File: src/rtl/wg_pkg.sv
package wg_pkg;

  typedef enum logic [2:0] {
    LK_NONE    = 3'd0,
    LK_QUARTER = 3'd1,
    LK_HALF    = 3'd2,
    LK_ALL     = 3'd3,
    LK_FIX1    = 3'd4,
    LK_FIX2    = 3'd5,
    LK_FIX4    = 3'd6,
    LK_FIX8    = 3'd7
  } lock_e;

  typedef enum logic [1:0] {
    ST_IDLE       = 2'd0,
    ST_ARRAY      = 2'd1,
    ST_CTRL_FRESH = 2'd2,
    ST_CTRL_USED  = 2'd3
  } sess_e;

  // low field steps modulo its width, high field is held
  function automatic logic [15:0] page_step(input logic [15:0] a, input int unsigned pw);
    logic [15:0] lo_mask;
    lo_mask = (16'd1 << pw) - 16'd1;
    return (a & ~lo_mask) | ((a + 16'd1) & lo_mask);
  endfunction

endpackage

File: src/rtl/wg_admit.sv
module wg_admit #(
  parameter int unsigned SEL_W = 2
) (
  input  logic [SEL_W-1:0] sel_pins,
  input  logic [SEL_W-1:0] cmd_dev,
  input  logic             cmd_ctrl,
  input  logic             wel,
  input  logic             inhibit,
  input  logic             wp_pin,
  input  logic             wpen,
  input  logic             busy,
  output logic             accept
);
  logic dev_match;
  logic ctrl_locked;

  assign dev_match   = (cmd_dev == sel_pins);
  assign ctrl_locked = cmd_ctrl && wp_pin && wpen;

  always_comb begin
    accept = dev_match && wel && !inhibit && !ctrl_locked && !busy;
  end
endmodule

File: src/rtl/wg_region.sv
module wg_region
  import wg_pkg::*;
#(
  parameter int unsigned ADDR_W    = 13,
  parameter int unsigned FINE_UNIT = 64
) (
  input  logic [2:0]        lock_code,
  input  logic [ADDR_W-1:0] addr,
  output logic              hit
);
  localparam int unsigned SPAN_W  = ADDR_W + 1;
  localparam logic [SPAN_W-1:0] DEPTH_V = SPAN_W'(1) << ADDR_W;
  localparam logic [SPAN_W-1:0] UNIT_V  = SPAN_W'(FINE_UNIT);

  function automatic logic [SPAN_W-1:0] span_of(input lock_e c);
    case (c)
      LK_QUARTER: return DEPTH_V >> 2;
      LK_HALF:    return DEPTH_V >> 1;
      LK_ALL:     return DEPTH_V;
      LK_FIX1:    return UNIT_V;
      LK_FIX2:    return UNIT_V << 1;
      LK_FIX4:    return UNIT_V << 2;
      LK_FIX8:    return UNIT_V << 3;
      default:    return '0;
    endcase
  endfunction

  logic [SPAN_W-1:0] span;
  logic [SPAN_W-1:0] floor_addr;

  always_comb begin
    span       = span_of(lock_e'(lock_code));
    floor_addr = DEPTH_V - span;
    hit        = (span != '0) && ({1'b0, addr} >= floor_addr);
  end
endmodule

File: src/rtl/wg_page_ptr.sv
module wg_page_ptr
  import wg_pkg::*;
#(
  parameter int unsigned ADDR_W = 13,
  parameter int unsigned PAGE_W = 6
) (
  input  logic              clk,
  input  logic              rst_n,
  input  logic              load,
  input  logic [ADDR_W-1:0] load_addr,
  input  logic              step,
  output logic [ADDR_W-1:0] ptr
);
  logic [15:0]       wide_next;
  logic [ADDR_W-1:0] stepped;

  always_comb begin
    wide_next = page_step(16'(ptr), PAGE_W);
    stepped   = wide_next[ADDR_W-1:0];
  end

  always_ff @(posedge clk) begin
    if (!rst_n)      ptr <= '0;
    else if (load)   ptr <= load_addr;
    else if (step)   ptr <= stepped;
  end
endmodule

File: src/rtl/wg_gate.sv
module wg_gate
  import wg_pkg::*;
#(
  parameter int unsigned ADDR_W    = 13,
  parameter int unsigned PAGE_W    = 6,
  parameter int unsigned SEL_W     = 2,
  parameter int unsigned FINE_UNIT = 64
) (
  input  logic              clk,
  input  logic              rst_n,
  input  logic [SEL_W-1:0]  sel_pins,
  input  logic              cmd_start,
  input  logic [SEL_W-1:0]  cmd_dev,
  input  logic              cmd_ctrl,
  input  logic [ADDR_W-1:0] cmd_addr,
  input  logic              cmd_byte,
  input  logic              cmd_stop,
  input  logic              wel,
  input  logic [2:0]        lock_code,
  input  logic              wp_pin,
  input  logic              wpen,
  input  logic              inhibit,
  output logic              start_ok,
  output logic              start_nak,
  output logic              byte_grant,
  output logic              byte_refuse,
  output logic [ADDR_W-1:0] byte_addr,
  output logic              active
);
  sess_e             sess, sess_nxt;
  logic              accept;
  logic              region_hit;
  logic [ADDR_W-1:0] ptr;
  logic              open_now;
  logic              byte_take;
  logic              grant_now;
  logic              ptr_step;

  wg_admit #(.SEL_W(SEL_W)) u_admit (
    .sel_pins (sel_pins),
    .cmd_dev  (cmd_dev),
    .cmd_ctrl (cmd_ctrl),
    .wel      (wel),
    .inhibit  (inhibit),
    .wp_pin   (wp_pin),
    .wpen     (wpen),
    .busy     (sess != ST_IDLE),
    .accept   (accept)
  );

  wg_region #(.ADDR_W(ADDR_W), .FINE_UNIT(FINE_UNIT)) u_region (
    .lock_code (lock_code),
    .addr      (ptr),
    .hit       (region_hit)
  );

  wg_page_ptr #(.ADDR_W(ADDR_W), .PAGE_W(PAGE_W)) u_ptr (
    .clk       (clk),
    .rst_n     (rst_n),
    .load      (open_now),
    .load_addr (cmd_addr),
    .step      (ptr_step),
    .ptr       (ptr)
  );

  always_comb begin
    open_now  = cmd_start && accept;
    byte_take = cmd_byte && (sess != ST_IDLE);
    ptr_step  = byte_take && (sess == ST_ARRAY);
    case (sess)
      ST_ARRAY:      grant_now = !region_hit;
      ST_CTRL_FRESH: grant_now = 1'b1;
      default:       grant_now = 1'b0;
    endcase
    sess_nxt = sess;
    if (open_now) begin
      sess_nxt = cmd_ctrl ? ST_CTRL_FRESH : ST_ARRAY;
    end else if (sess != ST_IDLE) begin
      if (byte_take && sess == ST_CTRL_FRESH) sess_nxt = ST_CTRL_USED;
      if (cmd_stop) sess_nxt = ST_IDLE;
    end
  end

  always_ff @(posedge clk) begin
    if (!rst_n) begin
      sess        <= ST_IDLE;
      start_ok    <= 1'b0;
      start_nak   <= 1'b0;
      byte_grant  <= 1'b0;
      byte_refuse <= 1'b0;
      byte_addr   <= '0;
    end else begin
      sess        <= sess_nxt;
      start_ok    <= open_now;
      start_nak   <= cmd_start && !accept;
      byte_grant  <= byte_take && grant_now;
      byte_refuse <= byte_take && !grant_now;
      if (byte_take) byte_addr <= ptr;
    end
  end

  assign active = (sess != ST_IDLE);
endmodule

File: config.mk
export PLATFORM = sky130hd
export DESIGN_NAME = wg_gate
export DESIGN_NICKNAME = d
export VERILOG_FILES = /design/src/rtl/wg_pkg.sv /design/src/rtl/wg_admit.sv /design/src/rtl/wg_region.sv /design/src/rtl/wg_page_ptr.sv /design/src/rtl/wg_gate.sv
export SDC_FILE = /design/constraint.sdc
export NUM_CORES = 1
export LEC_CHECK = 0
export ABC_AREA = 1
export BUFFER_PORTS_ARGS = -buffer_cell sky130_fd_sc_hd__buf_2
export CAP_MARGIN = 25
export CORE_ASPECT_RATIO = 1.1
export CORE_MARGIN = 10
export CORE_UTILIZATION = 55
export CTS_CLUSTER_SIZE = 20
export DETAILED_ROUTE_END_ITERATION = 6
export PLACE_DENSITY = 0.92
export SYNTH_ARGS = -nofsm -noshare
export SYNTH_HDL_FRONTEND = slang
export SYNTH_HIERARCHICAL = 1
export SYNTH_SLANG_ARGS = --single-unit
File: constraint.sdc
create_clock -name clk -period 3.3 [get_ports clk]
set_input_delay 0.165 -clock clk [delete_from_list [all_inputs] [get_ports clk]]
set_output_delay 0.165 -clock clk [all_outputs]
set_load 0.1 [all_outputs]
==> metrics.cfg <==
[critical_path]
arrival_ps = 2400
path_class = reg -> reg
start_kind = flop
reg2reg_slack_ps = 1140
end_kind = flop
r2r-end = u_ptr/ptr[1]
cp_data_required_time_ps = 3540
ff2ff_path_depth = 13
worst-path-max-fanout = 15
reg2reg_from = sess[1]

[global_route]
antenna_found_initial = 0
grt_max_degree = 29
grt_overflow = 0
grt_pass1_vias = 1602
grt_pass1_wl_microns = 6886
track_usage = 0.1462

[timing]
finalSetupViolCount = 0
final_hold_viol_count = 0
finalSetupTns_ps = 0
fin_skew_ps = 11.37
worst_slack_ps = 1144
worst_slew_pin_slew_ps = 492.3
period_share = 0.6533
relSlewSlack = 0.6741
period_needed_ps = 2156
slew_violations = 0
hold_ws_ps = 44.25
grt_setup_unrepaired = false
clock.fmax_mhz = 463.9

[yosys]
synth_ff_type = dfxtp_1
async_flop_share = 0
synthCells = 238
synth_edf_count = 0
syn_area_per_cell_sq_um = 7.213
synth_top_area_frac = 0.3732
synth_warnings = 6
yosysTopAreaCell = dfxtp_1
synth_most_common_cell = nor2_1
synth_fp_nets = 279
synthTopCellsByCount = nor2_1 (49), nand2_1 (35), dfxtp_1 (32)
synth_seq_cells = 32
synth_area_sq_um = 1717
ys_types = 28
seq_area_frac_synth = 0.3732
synth_area_leaders = dfxtp_1 (37%), nor2_1 (11%), ha_1 (8.0%)

[pwr]
powerDensity_nw_per_um2 = 539.3
power.total_mw = 1.072
leakagePower_nw = 1.043
ir_drop_mv = 0.3744

[die]
dieHeight_microns = 78.60
io-pin-count = 48
core_sq_um = 3022
die_x_microns = 73.27
rows = 21
initial_core_util = 0.5681
dieArea_sq_um = 5758

[clock_tree]
clk_pin_slew_ps = 100
numCtsBuffers = 5
post_cts_buffers = 0
htreeDepth = 2
ctsHoldBuffers = 0
clk_path_buf_depth = 2
cts_tree = done
worstSkewPairLatency_ps = 340
clockRootBuffer = clkbuf_4
cts_sinks = 32
cts_resized = 0

[placement]
io_buffers = 47
routabilityCongestion = 0.8400
dp_hpwl_microns = 3257
dpl_cell_area_sq_um = 1941
post-place-ws_ps = 1196
dp_cells = 314

[routing]
drcViolationCount = 0
ant_nets = 0
wl_per_cell_microns = 12.66
drt-total-wl_microns = 4065
vias_per_cell = 4.991
vias = 1602
dr.pass1.iters = 4
drt_iter0_drc = 68

[layout]
fin_area_sq_um = 1987
post-route-util = 0.6576
nets = 328
area_growth_pct = 15.74
diodes = 0
drive_gt1_frac = 0.2753
instances_no_fill = 321

[status]
status = finished, final reports clean

[worst_hold_path]
hold_end = u_ptr/ptr[8]
hold_depth = 3
hold_start = cmd_addr[8]
hp-class = in -> reg

[run]
drv_cap = 0

area by class of cell:
class / instances / area [sq um]
clock buffer: 6 / 41.29
clock inverter: 1 / 5.005
fill: 281 / 1035
inverter: 32 / 125.1
multi-input combinational: 169 / 897.1
sequential: 32 / 640.6
tap: 34 / 42.54
timing repair buffer: 47 / 235.2
cell families (layout without fill, tap and decap cells):
kind of cell,count (synthesis),count (layout),synth area share
AND/OR/NAND/NOR,116,116,0.3025
adder cells (fa/ha/maj),11,11,0.08017
XOR/XNOR,2,2,0.01021
AO/OA/AOI/OAI,40,40,0.1297
flip-flops,32,32,0.3732
buffers and inverters,37,86,0.1042
flip-flops by register name, summed over array words and instances (netlist names):
name and flops:
byte_addr 13, u_ptr/ptr 13, sess 2, byte_grant 1
byte_refuse 1, start_nak 1, start_ok 1
routing by layer:
layer  vias to the layer above  wire (microns)  global-route usage
met2                        46            1976              0.2435
met1                       698            1649              0.1585
met5                         -               0                   0
met4                         0              76             0.07034
li1                        851               -                   -
met3                         7             363             0.05283
critical path: stages (launching register included):
cell	delay, ps
dfxtp_1	340
inv_1	100
ha_1	190
inv_2	70
nor3_2	150
nand2_1	70
nor2_1	160
nand2_2	130
inv_1	350
nor2_2	120
a22oi_1	190
nand2_1	70
nand2_1	60
inv_1	40
cell usage in the layout (no fill, tap or decap), types with 10 or more instances in the layout:
cell	n
nor2_2	13
ha_1	11
inv_1	26
nand2_1	35
nor2_1	49
nand3_1	10
buf_2	47
o21ai_0	15
dfxtp_1	32
worst max path at each step:
stage                        from           end  slack (ps)  cells past startpoint
after floorplan           sess[0]  u_ptr/ptr[0]        1340                     12
after global placement    sess[0]  u_ptr/ptr[0]        1360                     13
after detailed placement  sess[1]  u_ptr/ptr[1]        1200                     13
after CTS                 sess[1]  u_ptr/ptr[1]        1170                     13
after global routing      sess[1]  u_ptr/ptr[1]         920                     13
final                     sess[1]  u_ptr/ptr[1]        1140                     13
where the power goes:
part	switching (mW)	leakage [nW]	internal (mW)
sequential	0.0224	0.259	0.420
combinational	0.330	0.756	0.0904
clock	0.130	0.0281	0.0783
No activity file was read; power rests on OpenSTA's default activity.
